## config.mk

```make
export PLATFORM = sky130hd
export DESIGN_NAME = vid_timing_gen
export DESIGN_NICKNAME = d
export VERILOG_FILES = /design/src/rtl/vtg_pkg.sv /design/src/rtl/vtg_ctrl.sv /design/src/rtl/vtg_datapath.sv /design/src/rtl/vid_timing_gen.sv
export SDC_FILE = /design/constraint.sdc
export NUM_CORES = 2
export LEC_CHECK = 0
export ABC_CLOCK_PERIOD_IN_PS = 10770
export BUFFER_PORTS_ARGS = -buffer_cell sky130_fd_sc_hd__buf_2
export CORE_MARGIN = 2
export CORE_UTILIZATION = 55
export CTS_BUF_LIST = sky130_fd_sc_hd__clkbuf_8
export DETAILED_ROUTE_END_ITERATION = 7
export PLACE_DENSITY = 0.74
export RECOVER_POWER = 25
export SLEW_MARGIN = 20
export SYNTH_ARGS = -nofsm -noshare
export SYNTH_HDL_FRONTEND = slang
export SYNTH_SLANG_ARGS = --single-unit
```

## constraint.sdc

```tcl
create_clock -name clk -period 10.77 [get_ports clk]
set_clock_uncertainty 0.1 [all_clocks]
set_input_delay 0.5385 -clock clk [delete_from_list [all_inputs] [get_ports clk]]
set_output_delay 0.5385 -clock clk [all_outputs]
set_load 0.01 [all_outputs]
```

## src/rtl/vtg_pkg.sv

```systemverilog
package vtg_pkg;
  localparam int H_W   = 16;
  localparam int FC_W  = 24;
  localparam int COL_W = 24;
  localparam int FN_W  = 16;
  localparam int AW    = 4;

  typedef enum logic [AW-1:0] {
    A_HCTL   = 4'd0,
    A_FPER   = 4'd1,
    A_VSW    = 4'd2,
    A_DISPH  = 4'd3,
    A_DISPVS = 4'd4,
    A_DISPVE = 4'd5,
    A_ACTH   = 4'd6,
    A_ACTVS  = 4'd7,
    A_ACTVE  = 4'd8,
    A_BORDER = 4'd9,
    A_UFLOW  = 4'd10,
    A_SKEW   = 4'd11,
    A_POL    = 4'd12,
    A_CNTEN  = 4'd13,
    A_ENGINE = 4'd14
  } vtg_addr_e;

  typedef struct packed {
    logic [H_W-1:0]   hPeriod;
    logic [H_W-1:0]   hsWidth;
    logic [FC_W-1:0]  fPeriod;
    logic [FC_W-1:0]  vsWidth;
    logic [H_W-1:0]   dhStart;
    logic [H_W-1:0]   dhEnd;
    logic [FC_W-1:0]  dvStart;
    logic [FC_W-1:0]  dvEnd;
    logic             ahEn;
    logic [H_W-1:0]   ahStart;
    logic [H_W-1:0]   ahEnd;
    logic             avEn;
    logic [FC_W-1:0]  avStart;
    logic [FC_W-1:0]  avEnd;
    logic [COL_W-1:0] border;
    logic [COL_W-1:0] uflow;
    logic [H_W-1:0]   skew;
    logic [2:0]       pol;
  } vtg_cfg_t;

  typedef struct packed {
    logic run;
    logic hsOn;
    logic vsOn;
    logic dispOn;
    logic actOn;
    logic frameStart;
  } vtg_strobe_t;
endpackage

```

## src/rtl/vtg_ctrl.sv

```systemverilog
module vtg_ctrl
  import vtg_pkg::*;
(
  input  logic              clk,
  input  logic              rstN,
  input  logic              wrEn,
  input  logic [AW-1:0]     wrAddr,
  input  logic [31:0]       wrData,
  output vtg_strobe_t       strobe,
  output logic [2:0]        pol,
  output logic [COL_W-1:0]  border,
  output logic [COL_W-1:0]  uflow,
  output logic [H_W-1:0]    lineCount,
  output logic [FN_W-1:0]   frameCount
);
  vtg_cfg_t        pend, live;
  logic            run;
  logic [1:0]      cntEn;
  logic [FC_W-1:0] fc;
  logic [H_W-1:0]  x, lineNo;
  logic [FN_W-1:0] frames;
  logic            frameEnd, lineEnd;
  logic            inDispH, inDispV, inActH, inActV;

  function automatic logic [H_W-1:0] initX(vtg_cfg_t c);
    return (c.skew == '0) ? '0 : H_W'(c.hPeriod - c.skew);
  endfunction

  // pending copy and immediate controls
  always_ff @(posedge clk) begin
    if (!rstN) begin
      pend  <= '0;
      run   <= 1'b0;
      cntEn <= '0;
    end else if (wrEn) begin
      case (vtg_addr_e'(wrAddr))
        A_HCTL:   begin pend.hPeriod <= wrData[31:16]; pend.hsWidth <= wrData[15:0]; end
        A_FPER:   pend.fPeriod <= wrData[FC_W-1:0];
        A_VSW:    pend.vsWidth <= wrData[FC_W-1:0];
        A_DISPH:  begin pend.dhEnd <= wrData[31:16]; pend.dhStart <= wrData[15:0]; end
        A_DISPVS: pend.dvStart <= wrData[FC_W-1:0];
        A_DISPVE: pend.dvEnd <= wrData[FC_W-1:0];
        A_ACTH:   begin
          pend.ahEn    <= wrData[31];
          pend.ahEnd   <= {1'b0, wrData[30:16]};
          pend.ahStart <= wrData[15:0];
        end
        A_ACTVS:  begin pend.avEn <= wrData[31]; pend.avStart <= wrData[FC_W-1:0]; end
        A_ACTVE:  pend.avEnd <= wrData[FC_W-1:0];
        A_BORDER: pend.border <= wrData[COL_W-1:0];
        A_UFLOW:  pend.uflow <= wrData[COL_W-1:0];
        A_SKEW:   pend.skew <= wrData[H_W-1:0];
        A_POL:    pend.pol <= wrData[2:0];
        A_CNTEN:  cntEn <= wrData[1:0];
        A_ENGINE: run <= wrData[0];
        default:  ;
      endcase
    end
  end

  assign frameEnd = (fc == FC_W'(live.fPeriod - 1'b1));
  assign lineEnd  = (x == H_W'(live.hPeriod - 1'b1));

  // frame and line counters, working copy loaded at frame boundary
  always_ff @(posedge clk) begin
    if (!rstN) begin
      live   <= '0;
      fc     <= '0;
      x      <= '0;
      lineNo <= '0;
      frames <= '0;
    end else if (!run) begin
      live   <= pend;
      fc     <= '0;
      x      <= initX(pend);
      lineNo <= '0;
      frames <= '0;
    end else if (frameEnd) begin
      live   <= pend;
      fc     <= '0;
      x      <= initX(pend);
      lineNo <= '0;
      frames <= frames + 1'b1;
    end else begin
      fc <= fc + 1'b1;
      if (lineEnd) begin
        x      <= '0;
        lineNo <= lineNo + 1'b1;
      end else begin
        x <= x + 1'b1;
      end
    end
  end

  assign inDispH = (x >= live.dhStart) && (x <= live.dhEnd);
  assign inDispV = (fc >= live.dvStart) && (fc <= live.dvEnd);
  assign inActH  = !live.ahEn || ((x >= live.ahStart) && (x <= live.ahEnd));
  assign inActV  = !live.avEn || ((fc >= live.avStart) && (fc <= live.avEnd));

  always_comb begin
    strobe.run        = run;
    strobe.hsOn       = run && (x < live.hsWidth);
    strobe.vsOn       = run && (fc < live.vsWidth);
    strobe.dispOn     = run && inDispH && inDispV;
    strobe.actOn      = run && inDispH && inDispV && inActH && inActV;
    strobe.frameStart = run && (fc == '0);
  end

  assign pol        = live.pol;
  assign border     = live.border;
  assign uflow      = live.uflow;
  assign lineCount  = cntEn[0] ? lineNo : '0;
  assign frameCount = cntEn[1] ? frames : '0;

  a_r1_x_in_line: assert property (@(posedge clk) disable iff (!rstN)
    (run && live.hPeriod != '0 && live.skew < live.hPeriod) |-> (x < live.hPeriod));

  a_r11_stop_parks: assert property (@(posedge clk) disable iff (!rstN)
    !run |=> (fc == '0 && lineNo == '0));

  a_r12_live_hold: assert property (@(posedge clk) disable iff (!rstN)
    (run && !frameEnd) |=> $stable(live));
endmodule

```

## src/rtl/vtg_datapath.sv

```systemverilog
module vtg_datapath
  import vtg_pkg::*;
(
  input  logic             clk,
  input  logic             rstN,
  input  vtg_strobe_t      strobe,
  input  logic [2:0]       pol,
  input  logic [COL_W-1:0] border,
  input  logic [COL_W-1:0] uflow,
  input  logic             pixValid,
  input  logic [COL_W-1:0] pixIn,
  output logic             hsync,
  output logic             vsync,
  output logic             de,
  output logic [COL_W-1:0] pixOut,
  output logic             vsStart,
  output logic             underrun
);
  logic [COL_W-1:0] colourSel;

  always_comb begin
    if (strobe.actOn)       colourSel = pixValid ? pixIn : uflow;
    else if (strobe.dispOn) colourSel = border;
    else                    colourSel = '0;
  end

  always_ff @(posedge clk) begin
    if (!rstN) begin
      hsync    <= 1'b0;
      vsync    <= 1'b0;
      de       <= 1'b0;
      pixOut   <= '0;
      vsStart  <= 1'b0;
      underrun <= 1'b0;
    end else begin
      hsync    <= strobe.hsOn ^ pol[0];
      vsync    <= strobe.vsOn ^ pol[1];
      de       <= strobe.dispOn ^ pol[2];
      pixOut   <= colourSel;
      vsStart  <= strobe.frameStart;
      underrun <= strobe.actOn && !pixValid;
    end
  end

  a_r6_underrun_colour: assert property (@(posedge clk) disable iff (!rstN)
    underrun |-> (pixOut == $past(uflow)));

  a_r3_de_in_window: assert property (@(posedge clk) disable iff (!rstN)
    (de != $past(pol[2])) |-> $past(strobe.dispOn));
endmodule

```

## src/rtl/vid_timing_gen.sv

```systemverilog
module vid_timing_gen
  import vtg_pkg::*;
(
  input  logic             clk,
  input  logic             rstN,
  input  logic             wrEn,
  input  logic [AW-1:0]    wrAddr,
  input  logic [31:0]      wrData,
  input  logic             pixValid,
  input  logic [COL_W-1:0] pixIn,
  output logic             hsync,
  output logic             vsync,
  output logic             de,
  output logic [COL_W-1:0] pixOut,
  output logic             vsStart,
  output logic             underrun,
  output logic [H_W-1:0]   lineCount,
  output logic [FN_W-1:0]  frameCount
);
  vtg_strobe_t      strobe;
  logic [2:0]       pol;
  logic [COL_W-1:0] border, uflow;

  vtg_ctrl u_ctrl (
    .clk(clk), .rstN(rstN), .wrEn(wrEn), .wrAddr(wrAddr), .wrData(wrData),
    .strobe(strobe), .pol(pol), .border(border), .uflow(uflow),
    .lineCount(lineCount), .frameCount(frameCount)
  );

  vtg_datapath u_dp (
    .clk(clk), .rstN(rstN), .strobe(strobe), .pol(pol), .border(border),
    .uflow(uflow), .pixValid(pixValid), .pixIn(pixIn), .hsync(hsync),
    .vsync(vsync), .de(de), .pixOut(pixOut), .vsStart(vsStart),
    .underrun(underrun)
  );
endmodule

```

==> impl_metrics.ini <==
[cts]
clock_sinks = 704
post_cts_resized = 0
cts_root_buf = clkbuf_8
clock_latency_ns = 0.75
cts_buffer_depth = 3
clk_pin_slew_ns = 0.06
htreeDepth = 3
cts_tree = built
cts_made_buffers = 111

[final_layout]
area_delta_synth_final_pct = 9.80
seqCellArea_mm2 = 0.0141
nNetsFinal = 4531
fillers = 5320
multiInputGateArea_mm2 = 0.0168
drive_above_1_share_pct = 7.82

[floorplan]
die_w_um = 248
io_pins = 125
dieArea_mm2 = 0.0614
die_height_um = 248
rows = 89
core_mm2 = 0.0589
start_util_pct = 55.5

[worst_setup_path]
worstSetupPathType = primary input to flop
path_cells = clkbuf_1 -> inv_8 -> clkbuf_1 -> buf_12 -> nor2_1 -> o21ai_0 -> mux2i_1 -> a31oi_1 -> o41ai_1
endpoint_kind = flop
crit_path_top_delay_cell = clkbuf_1
cp_common_cell = clkbuf_1
startpoint_type = primary input
cp_max_fo = 201
critical_path.max_stage_delay_ns = 2.31
worstPathArrival_ns = 5.84
worstPathRequired_ns = 11.26

[power]
cellPowerDensity_mw_per_mm2 = 146
peakVddDrop_v = 0.000111
finalPower_w = 0.00524
leakage_nw = 13.0

[yosys]
synthXorXnorAreaFrac_pct = 3.16
synth_fa_ha_area_share_pct = 8.45
synth_edf_count = 0
syn_nets = 4507
ys_types = 69
synthSimpleGateAreaFrac_pct = 22.8
synth_top_area_share_pct = 43.1
synth_top_family_by_area = simple AND/OR/NAND/NOR gates
synth_mux_area_share_pct = 1.97
synth-seq-area-share_pct = 43.1
postSynth.asyncResetShare_pct = 0
synth-seq-cells = 704
avgSynthCellArea_um2 = 7.74
ys_top_cells_by_area = dfxtp_1, nand2_1, a21oi_1
synth_ff_type = dfxtp_1
synth_compound_area_share_pct = 14.7
yosysTopAreaCell = dfxtp_1
syn_inst = 4223
synth_warnings = 0
syn_area_mm2 = 0.0327

[sta]
fin_crit_sh_pct = 49.7
slew_violations = 289
fin_ws_ns = 5.42
period_minus_slack_ns = 5.35
timing.fmax_mhz = 187
rsz0062_at_grt = false
slew-limit-headroom_pct = -138
setup_viol = 0
hold_viol_final = 0
finalSetupTns_ns = 0
tightest_slew_ns = 3.57

[global_route]
grt_pass1_vias = 26100
antenna_found_initial = 8
gr-total-overflow = 0
gr-usage-all-layers_pct = 29.7
grt_start_max_net_pins = 202
grt_pass1_wl_mm = 143

[routing]
vias = 28700
via_per_inst = 5.63
ant_nets = 0
drtPass1Iterations = 5
wire_per_inst_um = 18.0
wl_mm = 92.0
drt-initial-drc-count = 2447
route.detailed.drc = 0

[flow_run]
max-cap-violations = 5

[run_status]
failed_checks = capacitance limit, slew limit
status = complete, but fails checks

[placement]
portBuffers = 124
pre_cts_slack_ns = 5.67
gp_congestion = 0.949
post-dp-hpwl_mm = 57.9

[worst_hold_path]
hold_path_class = primary input to flop
==> worst paths after layout <==
path / from / to / slack (ns) / depth (start not counted)
max: rstN / u_dp.vsync / 5.42 / 9
min: pixIn[19] / u_dp.pixOut[19] / 0.1 / 4
max reg2reg: u_ctrl.live[253] / u_ctrl.live[234] / 5.59 / 12
min reg2reg: u_ctrl.pend[104] / u_ctrl.live[104] / 0.33 / 2
==> report_power, final <==
part / leakage (nW) / internal [W] / switching, W
combinational: 6.01 / 0.0000940 / 0.000206
clock: 1.28 / 0.00122 / 0.00107
sequential: 5.68 / 0.00263 / 0.0000238
total: 13.0 / 0.00394 / 0.00130
==> worst max-delay path, delay by kind of cell <==
family,cells,cell delay (ns)
compound gates,3,0.42
buf+inv,4,4.44
simple gates,1,0.13
mux,1,0.09
==> synthesized netlist by cell type, drive strengths merged, types with 5 or more instances <==
cell type  count
mux2          25
a21o          33
nor4          22
nor3          37
nand4         50
or2            6
nand3         51
o41ai          5
ha           219
nand2b        18
o22ai         16
nor2b         18
xor2          52
and3          22
inv          230
or4b           5
a21oi        671
or3           14
o21ai         47
or4           23
mux2i         34
clkbuf       213
and4           5
buf           46
o31ai          9
nor3b          6
and2          37
a211oi        19
nand2       1334
nor4b          5
o311ai         5
nor2          98
dfxtp        704
xnor2         66
o211ai        18
a31oi          6
==> sequential cells by signal, indices dropped and copies added, names as in the netlist <==
register       cells
u_ctrl.cntEn       2
u_ctrl.frames     16
u_dp.de            1
u_ctrl.lineNo     16
u_ctrl.x          16
u_dp.pixOut       24
u_ctrl.run         1
u_ctrl.uflow      24
u_ctrl.live      241
u_dp.hsync         1
u_dp.underrun      1
u_ctrl.border     24
u_ctrl.pend      308
u_ctrl.fc         24
u_ctrl.pol         3
u_dp.vsStart       1
u_dp.vsync         1
==> per-stage QoR <==
| stage | hold WS (ns) | utilization [%] | instance area [µm²] | std cells |
|---|---|---|---|---|
| 6_report | 0.0967 | 60.9 | 35900 | 5102 |
| 5_1_grt | 0.0732 | 60.9 | 35900 | 5099 |
| 4_1_cts | 0.0608 | 61.0 | 35900 | 5096 |
| 3_5_place_dp | 0.343 | 57.0 | 33600 | 4898 |
| 3_3_place_gp | 0.337 | 57.0 | 33600 | 4898 |
| 2_1_floorplan | 0.329 | - | 32700 | 4223 |
==> area by class of cell <==
type                       instances  area share [%]
antenna                            5          0.0349
clock buffer                     138            5.29
clock inverter                    52           0.900
inverter                         230            2.43
multi-input combinational       3030            46.7
sequential                       704            39.3
tap                              773            2.70
timing repair buffer             170            2.66
==> per-layer routing <==
layer / part of all wire, % / vias to the layer above / track usage, %
met5: 0.0087 / - / 0
met4: 3.4 / 2 / 11.9
met3: 9.1 / 204 / 6.74
met2: 43 / 1028 / 44.8
met1: 45 / 13400 / 40.9
li1: - / 14100 / -
==> logic make-up after synthesis <==
| logic type | after synthesis |
|---|---|
| AND/OR/NAND/NOR | 1759 |
| AO/OA/AOI/OAI | 873 |
| flip-flops | 704 |
| buffers and inverters | 489 |
| adder cells (fa/ha/maj) | 220 |
| XOR/XNOR | 118 |
| multiplexers | 60 |
==> repair_timing <==
item | 4_1_cts | 5_1_grt
hold buffers | 8 | 0
hold endpoints to repair | 25 | 0
buffers inserted | 0 | 0
==> cells in the final DEF, fill, tap and decap left out, types with 32 or more instances in the layout <==
| master | count |
|---|---|
| nand2_1 | 1334 |
| dfxtp_1 | 704 |
| o21ai_0 | 47 |
| xnor2_1 | 66 |
| buf_2 | 94 |
| clkbuf_8 | 138 |
| inv_1 | 265 |
| ha_1 | 219 |
| mux2i_1 | 34 |
| clkbuf_1 | 34 |
| a21oi_1 | 671 |
| xor2_1 | 52 |
| nand4_1 | 50 |
| nor2_1 | 96 |
| nor3_1 | 34 |
| a21o_1 | 33 |
| nand3_1 | 50 |
| and2_1 | 37 |
| buf_4 | 32 |
Power figures use the tool's default switching activity.
